`src/rtl/ssu_pkg.sv`:
```
package ssu_pkg;
  typedef enum logic [1:0] {
    ADDR_DATA = 2'd0,
    ADDR_BUF  = 2'd1,
    ADDR_STAT = 2'd2,
    ADDR_CTRL = 2'd3
  } ssu_addr_e;

  typedef enum logic [1:0] {
    SRC_SOFT = 2'b00,
    SRC_TMR  = 2'b01,
    SRC_EXT  = 2'b10,
    SRC_EXTB = 2'b11
  } ssu_src_e;

  localparam int CTL_EN_BIT  = 0;
  localparam int CTL_SRC_LO  = 1;
  localparam int CTL_STB_BIT = 3;
  localparam int CTL_TGL_BIT = 4;
  localparam int STA_FLG_BIT = 7;
endpackage

```
`src/rtl/ssu_clk_gen.sv`:
```
module ssu_clk_gen
  import ssu_pkg::*;
(
  input  logic       clk,
  input  logic       rst_n,
  input  logic       sclk_i,
  input  logic [1:0] src_i,
  input  logic       tgl_mode_i,
  input  logic       strobe_i,
  input  logic       toggle_i,
  input  logic       tmr_i,
  output logic       shift_tick_o,
  output logic       count_tick_o,
  output logic       transparent_o
);
  logic sync1_q, sync2_q, prev_q, vclk_q;
  logic vclk_d;
  logic ext, tgl_ev, rise, fall, lvl;

  always_comb begin
    ext    = src_i[1];
    tgl_ev = toggle_i & ext & tgl_mode_i;
    if (tgl_mode_i) begin
      rise = tgl_ev & ~vclk_q;
      fall = tgl_ev & vclk_q;
    end else begin
      rise = ext & sync2_q & ~prev_q;
      fall = ext & ~sync2_q & prev_q;
    end
    vclk_d = tgl_ev ? ~vclk_q : vclk_q;
    unique case (src_i)
      SRC_SOFT: begin shift_tick_o = strobe_i; count_tick_o = strobe_i; end
      SRC_TMR:  begin shift_tick_o = tmr_i;    count_tick_o = tmr_i;    end
      default:  begin shift_tick_o = rise;     count_tick_o = rise | fall; end
    endcase
    lvl           = tgl_mode_i ? vclk_q : sync2_q;
    transparent_o = ~ext | ~lvl;
  end

  always_ff @(posedge clk or negedge rst_n) begin
    if (!rst_n) begin
      sync1_q <= 1'b0;
      sync2_q <= 1'b0;
      prev_q  <= 1'b0;
      vclk_q  <= 1'b0;
    end else begin
      sync1_q <= sclk_i;
      sync2_q <= sync1_q;
      prev_q  <= sync2_q;
      vclk_q  <= vclk_d;
    end
  end

  // one serial edge at most per cycle
  a_r4_one_edge: assert property (@(posedge clk) disable iff (!rst_n)
    $onehot0({rise, fall}));
  // a toggle event flips the virtual level
  a_r5_toggle_flips: assert property (@(posedge clk) disable iff (!rst_n)
    tgl_ev |=> (vclk_q != $past(vclk_q)));
endmodule

```
`src/rtl/ssu_counter.sv`:
```
module ssu_counter #(
  parameter int CW = 4
) (
  input  logic          clk,
  input  logic          rst_n,
  input  logic          load_i,
  input  logic [CW-1:0] load_val_i,
  input  logic          clr_flag_i,
  input  logic          tick_i,
  output logic [CW-1:0] cnt_o,
  output logic          flag_o,
  output logic          wrap_o
);
  localparam logic [CW-1:0] CNT_MAX = '1;
  logic [CW-1:0] cnt_q, cnt_d;
  logic          flag_q, flag_d;

  always_comb begin
    wrap_o = tick_i & ~load_i & (cnt_q == CNT_MAX);
    if (load_i)      cnt_d = load_val_i;
    else if (tick_i) cnt_d = cnt_q + 1'b1;
    else             cnt_d = cnt_q;
    if (wrap_o)          flag_d = 1'b1;
    else if (clr_flag_i) flag_d = 1'b0;
    else                 flag_d = flag_q;
  end

  always_ff @(posedge clk or negedge rst_n) begin
    if (!rst_n) begin
      cnt_q  <= '0;
      flag_q <= 1'b0;
    end else begin
      cnt_q  <= cnt_d;
      flag_q <= flag_d;
    end
  end

  assign cnt_o  = cnt_q;
  assign flag_o = flag_q;

  // wrap from the top value lands on zero with the flag set
  a_r7_wrap: assert property (@(posedge clk) disable iff (!rst_n)
    (tick_i && !load_i && cnt_q == CNT_MAX) |=> (cnt_q == '0 && flag_q));
  // clear without a wrap drops the flag
  a_r7_clear: assert property (@(posedge clk) disable iff (!rst_n)
    (clr_flag_i && !wrap_o) |=> !flag_q);
  // host load takes priority over counting
  a_r10_load: assert property (@(posedge clk) disable iff (!rst_n)
    load_i |=> cnt_q == $past(load_val_i));
endmodule

```
`src/rtl/ssu_shreg.sv`:
```
module ssu_shreg #(
  parameter int DW = 8
) (
  input  logic          clk,
  input  logic          rst_n,
  input  logic          wr_i,
  input  logic [DW-1:0] wval_i,
  input  logic          din_i,
  input  logic          shift_i,
  input  logic          wrap_i,
  input  logic          transparent_i,
  output logic [DW-1:0] data_o,
  output logic [DW-1:0] buf_o,
  output logic          dout_o
);
  logic [DW-1:0] data_q, data_d, buf_q, buf_d;
  logic          held_q, held_d;

  always_comb begin
    if (wr_i)         data_d = wval_i;
    else if (shift_i) data_d = {data_q[DW-2:0], din_i};
    else              data_d = data_q;
    buf_d  = wrap_i ? data_d : buf_q;
    held_d = transparent_i ? data_q[DW-1] : held_q;
    dout_o = transparent_i ? data_q[DW-1] : held_q;
  end

  always_ff @(posedge clk or negedge rst_n) begin
    if (!rst_n) begin
      data_q <= '0;
      buf_q  <= '0;
      held_q <= 1'b0;
    end else begin
      data_q <= data_d;
      buf_q  <= buf_d;
      held_q <= held_d;
    end
  end

  assign data_o = data_q;
  assign buf_o  = buf_q;

  // shift moves left and takes the serial bit
  a_r1_shift: assert property (@(posedge clk) disable iff (!rst_n)
    (shift_i && !wr_i) |=> data_q == {$past(data_q[DW-2:0]), $past(din_i)});
  // host write wins over a shift
  a_r2_write_wins: assert property (@(posedge clk) disable iff (!rst_n)
    wr_i |=> data_q == $past(wval_i));
  // closed latch keeps the output still
  a_r6_latch_hold: assert property (@(posedge clk) disable iff (!rst_n)
    (!transparent_i && $past(!transparent_i)) |-> $stable(dout_o));
  // buffer matches the register after a wrap
  a_r9_capture: assert property (@(posedge clk) disable iff (!rst_n)
    wrap_i |=> buf_q == data_q);
endmodule

```
`src/rtl/serial_shift_unit.sv`:
```
module serial_shift_unit
  import ssu_pkg::*;
#(
  parameter int DW = 8,
  parameter int CW = 4
) (
  input  logic          clk,
  input  logic          rst_n,
  input  logic          host_wr,
  input  logic [1:0]    host_addr,
  input  logic [DW-1:0] host_wdata,
  output logic [DW-1:0] host_rdata,
  input  logic          sclk_i,
  input  logic          sdi_i,
  input  logic          tmr_match_i,
  output logic          sdo_o,
  output logic          irq_o
);
  localparam int PADW = STA_FLG_BIT - CW;

  logic       rst_s1_q, rst_s2_q, rst_int_n;
  logic       en_q, en_d, tgl_q, tgl_d;
  logic [1:0] src_q, src_d;
  logic       wr_data, wr_stat, wr_ctrl, strobe, toggle;
  logic       shift_tick, count_tick, transparent, wrap, flag;
  logic [CW-1:0] cnt;
  logic [DW-1:0] data, bufv;

  always_ff @(posedge clk or negedge rst_n) begin
    if (!rst_n) begin
      rst_s1_q <= 1'b0;
      rst_s2_q <= 1'b0;
    end else begin
      rst_s1_q <= 1'b1;
      rst_s2_q <= rst_s1_q;
    end
  end
  assign rst_int_n = rst_s2_q;

  always_comb begin
    wr_data = host_wr && (host_addr == ADDR_DATA);
    wr_stat = host_wr && (host_addr == ADDR_STAT);
    wr_ctrl = host_wr && (host_addr == ADDR_CTRL);
    strobe  = wr_ctrl && host_wdata[CTL_STB_BIT];
    toggle  = wr_ctrl && host_wdata[CTL_TGL_BIT];
    en_d    = wr_ctrl ? host_wdata[CTL_EN_BIT] : en_q;
    src_d   = wr_ctrl ? host_wdata[CTL_SRC_LO +: 2] : src_q;
    tgl_d   = wr_ctrl ? (host_wdata[CTL_STB_BIT] & host_wdata[CTL_SRC_LO + 1]) : tgl_q;
  end

  always_ff @(posedge clk or negedge rst_int_n) begin
    if (!rst_int_n) begin
      en_q  <= 1'b0;
      src_q <= SRC_SOFT;
      tgl_q <= 1'b0;
    end else begin
      en_q  <= en_d;
      src_q <= src_d;
      tgl_q <= tgl_d;
    end
  end

  ssu_clk_gen u_clk (
    .clk(clk), .rst_n(rst_int_n), .sclk_i(sclk_i), .src_i(src_q),
    .tgl_mode_i(tgl_q), .strobe_i(strobe), .toggle_i(toggle), .tmr_i(tmr_match_i),
    .shift_tick_o(shift_tick), .count_tick_o(count_tick), .transparent_o(transparent)
  );

  ssu_counter #(.CW(CW)) u_cnt (
    .clk(clk), .rst_n(rst_int_n), .load_i(wr_stat), .load_val_i(host_wdata[CW-1:0]),
    .clr_flag_i(wr_stat && host_wdata[STA_FLG_BIT]), .tick_i(count_tick),
    .cnt_o(cnt), .flag_o(flag), .wrap_o(wrap)
  );

  ssu_shreg #(.DW(DW)) u_sr (
    .clk(clk), .rst_n(rst_int_n), .wr_i(wr_data), .wval_i(host_wdata), .din_i(sdi_i),
    .shift_i(shift_tick), .wrap_i(wrap), .transparent_i(transparent),
    .data_o(data), .buf_o(bufv), .dout_o(sdo_o)
  );

  always_comb begin
    host_rdata = '0;
    unique case (host_addr)
      ADDR_DATA: host_rdata = data;
      ADDR_BUF:  host_rdata = bufv;
      ADDR_STAT: host_rdata = {flag, {PADW{1'b0}}, cnt};
      default: begin
        host_rdata[CTL_EN_BIT]       = en_q;
        host_rdata[CTL_SRC_LO +: 2]  = src_q;
      end
    endcase
  end

  assign irq_o = flag & en_q;

  // no request without the enable
  a_r8_irq_gated: assert property (@(posedge clk) disable iff (!rst_int_n)
    !en_q |-> !irq_o);
  // strobe fields never read back as one
  a_r10_strobe_zero: assert property (@(posedge clk) disable iff (!rst_int_n)
    (host_addr == ADDR_CTRL) |-> (host_rdata[CTL_STB_BIT] == 1'b0 && host_rdata[CTL_TGL_BIT] == 1'b0));
endmodule

```
`config.mk`:
```
export PLATFORM = sky130hd
export DESIGN_NAME = serial_shift_unit
export DESIGN_NICKNAME = d
export VERILOG_FILES = /design/src/rtl/ssu_pkg.sv /design/src/rtl/ssu_clk_gen.sv /design/src/rtl/ssu_counter.sv /design/src/rtl/ssu_shreg.sv /design/src/rtl/serial_shift_unit.sv
export SDC_FILE = /design/constraint.sdc
export NUM_CORES = 1
export LEC_CHECK = 0
export ABC_AREA = 1
export BUFFER_PORTS_ARGS = -buffer_cell sky130_fd_sc_hd__buf_2
export CAP_MARGIN = 20
export CORE_AREA = 8 8 71 73
export DETAILED_ROUTE_END_ITERATION = 8
export DIE_AREA = 0 0 79 81
export PLACE_DENSITY = 0.7
export SLEW_MARGIN = 10
export SYNTH_ARGS = -nofsm -noshare
export SYNTH_HDL_FRONTEND = slang
export SYNTH_SLANG_ARGS = --single-unit
```
`constraint.sdc`:
```
create_clock -name clk -period 1.04 [get_ports clk]
set_input_delay 0.208 -clock clk [delete_from_list [all_inputs] [get_ports clk]]
set_output_delay 0.208 -clock clk [all_outputs]
set_load 0.02 [all_outputs]
```
Word level (Yosys, flattened, before mapping)
Cells that the tools add are included.
W data, S select, Z words.

operators by class
  multiplexer cells = 14
  equal/unequal tests = 5
  bitwise operators = 20
  reductions and logical operators = 10
  $add $sub $neg = 1

operator list
  operator               count
  $mux W8                2
  $pmux W5 S3            1
  $and A1 B1 Y1          12
  $pmux W3 S3            1
  $mux W4                2
  $logic_and A1 B1 Y1    6
  $mux W1                6
  $not A1 Y1             6
  $add A4 B1 Y4 const B  1
  $eq A2 B1 Y1 const B   2
  $eq A2 B2 Y1 const B   2
  $eq A4 B4 Y1 const B   1
  $logic_not A2 Y1       2
  $pmux W1 S2            2
  $reduce_bool A2 Y1     2
  $or A1 B1 Y1           2

word-level totals
  register bits after elaboration = 32

Depth between registers and ports, before layout
Gate-level depths: netlist (run 1).

  depth after elaboration = 12
  depth in mapped cells = 11
  gate-level depth less buffers = 11

By module
From an unflattened synthesis (run 1), not the netlist that was laid out.

second synthesis, totals
  cell total of the unflattened synthesis = 219
  area, all modules = 1740.4 um2

modules (own cells, without submodules)
  module             cells each  seq. area each (um2)  instances  area each (um2)
  ssu_shreg          88          425.4                 1          769.5
  serial_shift_unit  70          150.1                 1          481.7
  ssu_counter        34          125.1                 1          284.0
  ssu_clk_gen        27          100.1                 1          205.2

Least setup slack after synthesis (run 1)
Ideal clock, no wire load.

  path type = register to register
  from = reg src_q[0]
  to = reg u_sr.buf_q[1], in the netlist u_sr.buf_o[1]
  cell stages (with the launch flop) = 11
  slack = -258 ps
  arrival = 1180 ps
  clock period less this slack = 1298 ps
  setup time = 117 ps
  path buffers = 0
  cell sequence = dfrtp_1 -> inv_1 -> nor2_1 -> nor2_1 -> nand2_2 -> nand3_2 -> nand2_4 -> nor2_8 -> inv_4 -> nand2_1 -> nand2_1

on the way
  longest elaborated chain between the ends = 4
  elaborated cells on any way between the ends = 8

RTL lines
  what                                              line                                source
  start: declaration                                serial_shift_unit.sv:23             logic [1:0] src_q, src_d;
  start signal: assignment                          serial_shift_unit.sv:58             src_q <= src_d;
  $eq A2 B1 Y1 or $logic_not A2 Y1 (tied branches)  ssu_clk_gen.sv:31                   unique case (src_i)
  $pmux W1 S2                                       ssu_clk_gen.sv:31
  $mux W8 or $and A1 B1 Y1 (tied branches)          ssu_shreg.sv:21, ssu_counter.sv:19
  $mux W8 or $and A1 B1 Y1 (tied branches)          ssu_shreg.sv:20, ssu_counter.sv:19
  end signal: assignment                            ssu_shreg.sv:35                     buf_q <= buf_d;
  end: declaration                                  ssu_shreg.sv:16                     logic [DW-1:0] data_q, data_d, buf_q, buf_d;

Several ways; a longest one is shown, not always the timed one.
A chain may end at the register's enable or synchronous reset.

Final worst setup path (run 1)
  from = reg src_q[1]
  to = out sdo_o

on the way
  longest elaborated chain between the ends = 3

RTL lines
  what              line                     source
  $not A1 Y1        ssu_clk_gen.sv:37        transparent_o = ~ext | ~lvl;
  $or A1 B1 Y1      ssu_clk_gen.sv:37
  $mux W1           n/a
  end: declaration  serial_shift_unit.sv:16  output logic sdo_o,

Every way passes these cells.

==> results of run 1 <==
==> through the flow <==
| stage | hold WS, ps | setup WS (ps) | area (sq um) |
|---|---|---|---|
| after floorplan | -87.59 | -241.0 | 1699 |
| after global placement | -6.987 | -372.0 | 2132 |
| after detailed placement | -0.5553 | -412.0 | 2132 |
| after CTS | 21.21 | -506.5 | 2640 |
| after global routing | 19.79 | -616.8 | 2716 |
| final | 26.25 | -551.4 | 2716 |
==> critical path, stage by stage, from the launching register on <==
cell                      delay, ps
sky130_fd_sc_hd__dfrtp_1        390
sky130_fd_sc_hd__inv_2           50
sky130_fd_sc_hd__buf_6          110
sky130_fd_sc_hd__a21oi_4        140
sky130_fd_sc_hd__o21ai_4         90
sky130_fd_sc_hd__a21oi_2        150
sky130_fd_sc_hd__buf_4          160
==> area by class of cell <==
type                            count  share of cell area [%]
Clock inverter                      1                   1.105
Timing Repair Buffer               80                   24.60
Tap cell                           50                   2.303
Inverter                           26                   3.777
Clock buffer                        7                   3.547
Multi-Input combinational cell    152                   35.19
Sequential cell                    32                   29.48
==> cells by family after synthesis <==
| kind of cell | synth area share [%] |
|---|---|
| xor gates and xnor gates | 1.043 |
| AOI/OAI and AO/OA | 11.24 |
| and+or+nand+nor | 32.24 |
| other | 0.2232 |
| adders and majority gates | 0.7445 |
| buffers and inverters | 6.850 |
| DFF | 47.65 |
==> state kept, by name (all words and copies together), names as in the netlist, 2 cells and up <==
signal and flops:
src_q 2, u_cnt.cnt_o 4, u_sr.buf_o 8, u_sr.data_o 8
==> repair_timing <==
| action | CTS | global route |
|---|---|---|
| hold endpoints to repair | 2 | 0 |
| resized for setup | 61 | 12 |
| cloned | 1 | 0 |
| buffers inserted | 17 | 4 |
| hold buffers | 1 | 0 |
| setup endpoints to repair | 33 | 33 |
| pin swaps | 22 | 15 |
==> power groups by stage <==
stage | Sequential, mW | Clock [mW] | Combinational [mW]
after detailed placement | 1.95 | 0 | 1.77
final | 1.96 | 1.34 | 2.62
after CTS | 1.94 | 1.35 | 2.43
after global placement | 1.94 | 0 | 1.74
after floorplan | 1.92 | 0 | 1.04
after global routing | 2.00 | 1.39 | 2.86
==> routing by layer <==
metal  global-route usage (%)  vias to the layer above  share of wire, %  routed length, microns
li1                         -                      873                 -                       -
met1                    21.83                      879                39                    2146
met2                    32.79                       72                51                    2833
met3                    5.077                        8               8.5                     471
met4                    7.222                        0               1.6                      91
met5                        0                        -                 0                       0
==> cells in the final DEF (no fill, tap or decap), types with 2 or more instances in the layout <==
cell type                  instances
sky130_fd_sc_hd__o21ai_1           2
sky130_fd_sc_hd__inv_2            12
sky130_fd_sc_hd__nand2_2          10
sky130_fd_sc_hd__buf_4            47
sky130_fd_sc_hd__nand2_4           2
sky130_fd_sc_hd__o21ai_0           4
sky130_fd_sc_hd__nand3_4           2
sky130_fd_sc_hd__nor2_2            3
sky130_fd_sc_hd__nand2_1          49
sky130_fd_sc_hd__o211ai_1          4
sky130_fd_sc_hd__buf_12            3
sky130_fd_sc_hd__nand3_2          11
sky130_fd_sc_hd__a21oi_2           4
sky130_fd_sc_hd__a31oi_1           7
sky130_fd_sc_hd__buf_6            16
sky130_fd_sc_hd__a21oi_4           2
sky130_fd_sc_hd__inv_1            13
sky130_fd_sc_hd__buf_2            13
sky130_fd_sc_hd__nor2_4            6
sky130_fd_sc_hd__nor2_1           11
sky130_fd_sc_hd__dfrtp_1          32
sky130_fd_sc_hd__clkbuf_8          7
sky130_fd_sc_hd__a22o_1            4
sky130_fd_sc_hd__nand3_1          22
==> final timing paths <==
kind                            startpoint              to  slack, ps  depth (start not counted)
worst max-delay path              src_q[1]           sdo_o       -550                          6
worst min-delay path                sclk_i   u_clk.sync1_q         30                          1
worst max register to register    src_q[1]   u_sr.buf_o[5]       -470                         10
worst min register to register   rst_int_n  u_sr.data_o[6]        250                          1
max in group asynchronous        rst_int_n   u_sr.buf_o[1]        630                          1
min in group asynchronous            rst_n        rst_s1_q        230                          2
==> results.md, run 1 <==
- The power per standard cell area is between 2000 and 2500 mW/mm^2.
- In the synthesized netlist, the cells that appear most often are sky130_fd_sc_hd__nand2_1, sky130_fd_sc_hd__dfrtp_1, sky130_fd_sc_hd__nand3_1.
- The net switching power of the design is slightly above 2 mW.
- The number of nets in the synthesized netlist is 228.
- The sum of negative setup slack is -12200 ps.
- The final standard cell count with taps included and fillers excluded is around 350.
- sky130_fd_sc_hd__dfrtp_1 takes more of the synthesized area than any other cell.
- In the final layout, flip-flops and latches occupy 800.8 sq um.
- The length of the first detailed-routing pass in iterations is 4.
- The routability congestion estimate is roughly 0.90.
- In the post-synthesis netlist, the biggest area contributors are sky130_fd_sc_hd__dfrtp_1, sky130_fd_sc_hd__nand2_1, sky130_fd_sc_hd__nand3_1.
- The internal power contribution is 3.842 mW.
- After detailed routing, the number of remaining DRC violations is 0.
- The worst setup path is of the flop to output port kind.
- The leading register cell type out of synthesis is sky130_fd_sc_hd__dfrtp_1.
- The final reports fail on setup timing.
- For this run, the top clock speed supported by timing is 628.4 MHz.
- After synthesis, the mean cell area works out to 7.964 sq um.
- The total wire length is around 5500 microns.
- Of the total power, registers draw 33.1%.
- The overall die width is 79 microns.
- After synthesis, flip-flops and latches occupy 47.65% of the total area.
- Detailed routing inserted a total of roughly 1800 vias.
- Setup repair after global routing could not meet its margin everywhere.
- The full die area is 0.006399 sq mm.
- Cells fill 69.41% of the core in the end.
- Data on the critical path is required at its endpoint by 830 ps.
- The switching share of power is 34.97%.
- The peak fanout along the critical path is 2.
- The arrival time at the worst endpoint is 1380 ps.
- After floorplanning, the core was sized to cover about 0.004 sq mm.
- The layout-stage area growth over the synthesis result is 61.65%.
- The category of the worst setup path capture point is an output port.
- The number of endpoints failing setup at the final stage is 33.
- Clock tree synthesis found a total of 32 sinks.
- The proportion of netlist area held by the largest area contributor is ~48%.
- The number of unique standard cell types used by synthesis is 27.
- The initial core utilization is 42.93%.
- For this run, the number of Yosys warnings is 0.
- The area taken by multi-input logic gates is 955.9 sq um.
- The tool flagged a number of max-cap violations equal to 0.
- After synthesis, the share of flip-flops with an asynchronous set or reset is 100.0%.
- The startpoint kind of the worst setup timing path is a flop.
- The DRC marker count from the first detailed-route iteration is 104.
- The total routing resource utilization after global routing is 18.91%.
- The total count of max-transition violations in the final report is 0.
- From bottom edge to top edge, the die measures 81 microns.
- The floorplan row count is 23.
- The flow ran to the end, but the final reports show violations.
- Combinational logic burns 44.3% of the power.
- The clock-pin slew on the worst setup and hold paths is 70 ps.
- The root buffer cell is sky130_fd_sc_hd__clkbuf_8.
- The latest clock arrival within the worst-skew pair is 290 ps.
- Of the cells placed in the final design, the portion with a size suffix greater than 1 is 48.32%.
- The sum of net half-perimeters after detailed placement is 3489 microns.
- The proportion of power drawn by the clock network is ~23%.
- The number of vias per cell is roughly 5.3.
- After detailed placement, the design holds a cell count of 317.
- TritonCTS created 5 clock buffers.
- The leakage power of the design is 1.377 nW.
- The time the worst path needs with I/O delays and setup is approximately 1600 ps.
- Dividing the detail-routed wire length by the instance count gives roughly 16 microns.
- The total chip power is 5.909 mW.
- The port buffer count is 25.
- The post-synthesis instance area is 0.001680 sq mm.
- The number of antenna repair diodes is 0.
- The tightest min-delay check is of the input port to flop type.
- Global routing finished with a remaining overflow of 0.
- The number of enable-type register cells in the synthesized netlist is 0.
- The global-route wire length before repair is 9377 microns.
- The via count of the first global-routing pass is 1931.
- In this run the count of I/O pins placed on the die edge is 26.
- The final worst-path cycle share is 153.0%.
- The maximum resistive drop on vdd is 0.001377 V.
- The number of buffers on the longest clock path is 2.
- The maximum number of pins on one net before global-route repair is 31.
- The register bit total from synthesis is 32.
- The TritonCTS clock tree is done.
- The synthesized instance count is 211.
- The depth of the CTS H-tree is 2.
- sky130_fd_sc_hd__nand2_1 is the most common cell in the netlist.
- The detail route stage leaves a number of antenna-violating nets equal to 0.
- On the final layout, the worst clock skew is about 2.7 ps.
- After filler insertion, the fill cell instance count of the layout stands at a little over 300.
- The layout net count is approximately 310.
- In the post-route analysis, the smallest setup slack over all paths is -551.4 ps.
- The number of hold-slack violations in the final timing report came to 0.
- The number of antenna violations at the first check in global routing was 0.
No activity file was read; power rests on OpenSTA's default activity.
==> inputs of run 2 (changes only) <==
--- a/config.mk
+++ b/config.mk
@@ -6,11 +6,11 @@
 export NUM_CORES = 1
 export LEC_CHECK = 0
 export ABC_AREA = 1
-export BUFFER_PORTS_ARGS = -buffer_cell sky130_fd_sc_hd__buf_2
+export BUFFER_PORTS_ARGS = -buffer_cell sky130_fd_sc_hd__buf_4
 export CAP_MARGIN = 20
-export CORE_AREA = 8 8 71 73
+export CORE_AREA = 2 2 65 67
 export DETAILED_ROUTE_END_ITERATION = 8
-export DIE_AREA = 0 0 79 81
+export DIE_AREA = 0 0 67 69
 export PLACE_DENSITY = 0.7
 export SLEW_MARGIN = 10
 export SYNTH_ARGS = -nofsm -noshare
==> results.md, run 2 (synthesis gave the netlist of run 1 again) <==
- The layout cell share with drive strength beyond 1 is 53.16%.
- The largest single stage delay on the critical path is 410 ps.
- The latest clock arrival within the worst-skew pair is between 200 and 300 ps.
- The number of hold-slack violations in the final timing report is 0.
- The area taken by multi-input logic gates is 0.001030 sq mm.
- In the layout the commonest cells are sky130_fd_sc_hd__buf_4, sky130_fd_sc_hd__nand2_1, sky130_fd_sc_hd__dfrtp_1, sky130_fd_sc_hd__buf_6, sky130_fd_sc_hd__nand2_2.
- The startpoint identified for the worst register-to-register timing path is src_q[1].
- Summed over all layers, the routed wires come to ~5600 microns.
- The post-placement setup slack is -435.4 ps.
- The total routing resource utilization after global routing is 24.83%.
- The least setup slack across all paths after layout is -597.3 ps.
- After global routing the overflow that remains totals 0.
- The number of endpoints failing setup at the final stage is 34.
- STA classifies the critical path startpoint as a flop.
- The maximum clock frequency is 610.8 MHz.
- In this run the horizontal extent of the chip is approximately 67 microns.
- TritonCTS built the clock tree.
- No sink is reached through more buffers than the 2 on the longest clock path.
- The number of antenna repair diodes is 0.
- Hold is met by 21.38 ps.
- The number of vias per cell is roughly 5.4.
- Clock-pin slew was measured on the worst setup and hold paths at 70 ps.
- The register-to-register setup slack is -600 ps.
- The standard cell with the maximum stage delay on the critical path is sky130_fd_sc_hd__dfrtp_1.
- The run finished, with violations left.
- The number of vias after detailed routing is around 1900.
- In this run, CTS created clock tree buffers numbering 5.
- The number of clock sinks is 32.
- Counting instances, the worst hold path has a depth of 1.
- STA classifies the critical path endpoint as a flop.
- The final standard cell count with taps included and fillers excluded is about 350.
- From synthesis to final layout, the design area changed by 68.06%.
- The die covers 0.004623 sq mm.
- The worst path uses 157.4% of the clock period.
- The routed length per instance is 16.09 microns.
- The total count of max-transition violations in the final report is 0.
- The class of the tightest hold or removal check is input port to flop.
- Setup repair after global routing could not meet its margin everywhere.
- The standard cell core area is 0.003914 sq mm.
- The initial core utilization is approximately 43%.
- Pin placement for this block handled 26 I/O pins.
- The worst setup path startpoint is src_q[1].
- The number of antenna violations at the first check in global routing is 0.
- The DRC marker count from the first detailed-route iteration is 117.
- The final worst clock skew is 4.256 ps.
- The root buffer cell is sky130_fd_sc_hd__clkbuf_8.
- The critical path is of the flop to flop type.
- The via count of the first global-routing pass is 1819.
- The routability congestion estimate is ~0.87.
- The time the worst path needs with I/O delays and setup is between 1500 and 2000 ps.
- After detailed placement, the total cell area comes to 0.002142 sq mm.
- The filler cells instantiated in the layout total around 290.
- With fillers left out, the area of the finished cells amounts to 0.002824 sq mm.
- The final reports fail on setup timing.
- Measured in cells, the most critical reg-to-reg path has a length of 12.
- Summed over all nets, the half-perimeter wirelength after detailed placement is roughly 3200 microns.
- The library cell used most frequently in the layout, excluding fill and tap cells, is sky130_fd_sc_hd__buf_4.
- Measured along the y axis, the die boundary spans 69 microns.
- Data on the critical path is required at its endpoint by 1260 ps.
- Entering global routing, the biggest net connects 31 pins.
- The floorplan row count is 23.
- The signal on the critical path passes through inv_2 > buf_6 > nor2_4 > nand2_2 > buf_6 > inv_4 > a21oi_4 > buf_12 > nand3_2 > nand3_1 > nand3_2 > nand2_1.
- STA puts the critical path data arrival time at 1860 ps.
- The end of the worst register-to-register path is u_sr.buf_o[6].
- The layout net count is approximately 320.
- The flip-flop and latch area is 800.8 sq um.
- The leakage power of the design is 1.397 nW.
- The detail route stage leaves a number of antenna-violating nets equal to 0.
- For this run, design rule violations remaining after detail routing come to 0.
- The H-tree was split into 2 levels.
- The maximum resistive drop on vdd is 0.001208 V.
- The port buffer count is 25.
- The source of the worst hold timing path is sclk_i.
- For this design the ratio of total power to cell area is 2079 mW/mm^2.
- After detailed placement, the design holds a cell count of 310.
- In this run the worst path has a maximum fanout of 8.
- The first global-routing pass estimated 8625 microns of wire.
- The total of max-cap violations is 0.
- The length of the first detailed-routing pass in iterations is 4.
- The worst hold endpoint is u_clk.sync1_q.
[run 2: cell types whose count changed in the layout (fill, tap and decap cells not counted), moves of 2 or more]
cell	delta
sky130_fd_sc_hd__buf_2	-13
sky130_fd_sc_hd__buf_4	+9
sky130_fd_sc_hd__buf_6	+8
sky130_fd_sc_hd__nand2_1	-7
sky130_fd_sc_hd__nand3_1	-7
sky130_fd_sc_hd__nand2_2	+6
sky130_fd_sc_hd__nand3_2	+4
sky130_fd_sc_hd__inv_4	+3
sky130_fd_sc_hd__nand3_4	+3
sky130_fd_sc_hd__clkbuf_8	-2
sky130_fd_sc_hd__inv_2	-2
[run 2: where the power goes]
| group | leakage, nW | internal (mW) | switching (mW) | total [mW] |
|---|---|---|---|---|
| clock network | 0.0410 | 0.454 | 0.463 | 0.917 |
| registers | 0.395 | 1.65 | 0.308 | 1.96 |
| logic | 0.960 | 1.57 | 1.42 | 2.99 |
[run 2: area by class of cell]
| class | count | area share [%] |
|---|---|---|
| sequential | 32 | 28.36 |
| clock buffer | 6 | 2.570 |
| clock inverter | 1 | 0.1772 |
| multi-input combinational | 152 | 36.46 |
| timing repair buffer | 83 | 26.23 |
| inverter | 26 | 3.722 |
| timing repair inverter | 1 | 0.2658 |
| tap | 50 | 2.215 |
[run 2: critical path, delay by kind of cell (launching register included)]
| kind | cells | cell delay, ps |
|---|---|---|
| buffers and inverters | 5 | 510 |
| and+or+nand+nor | 6 | 530 |
| AOI/OAI and AO/OA | 1 | 120 |
| DFF | 1 | 410 |
[run 2: timing repair]
action                     in CTS  in global routing
hold endpoints to repair        2                  0
hold buffers                    1                  0
setup endpoints to repair      32                 33
gates resized for setup        66                 23
cloned                          2                  0
pin swaps                      28                 24
buffers inserted               24                  9
[run 2: worst max path at each step]
| stage | to | slack (ps) | cells past startpoint |
|---|---|---|---|
| 2_1_floorplan | u_sr.buf_o[1] | -240 | 11 |
| 3_3_place_gp | u_sr.buf_o[4] | -370 | 9 |
| 3_5_place_dp | u_sr.buf_o[4] | -440 | 9 |
| 4_1_cts | sdo_o | -500 | 7 |
| 5_1_grt | u_sr.buf_o[6] | -630 | 12 |
| 6_report | u_sr.buf_o[6] | -600 | 12 |
[run 2: stage by stage]
| step | TNS [ps] | total power, mW | utilization [%] |
|---|---|---|---|
| 2_1_floorplan | -4012 | 2.958 | - |
| 3_3_place_gp | -8374 | 3.761 | 54.73 |
| 3_5_place_dp | -9572 | 3.791 | 54.73 |
| 4_1_cts | -11400 | 5.444 | 68.06 |
| 5_1_grt | -14480 | 6.178 | 72.15 |
| 6_report | -12870 | 5.870 | 72.15 |
[run 2: layer usage]
metal	GRT usage [%]	vias up	share of wire [%]
li1	-	875	-
met1	33.48	908	40
met2	39.16	82	51
met3	4.241	21	4.9
met4	9.977	0	3.7
met5	0	-	0
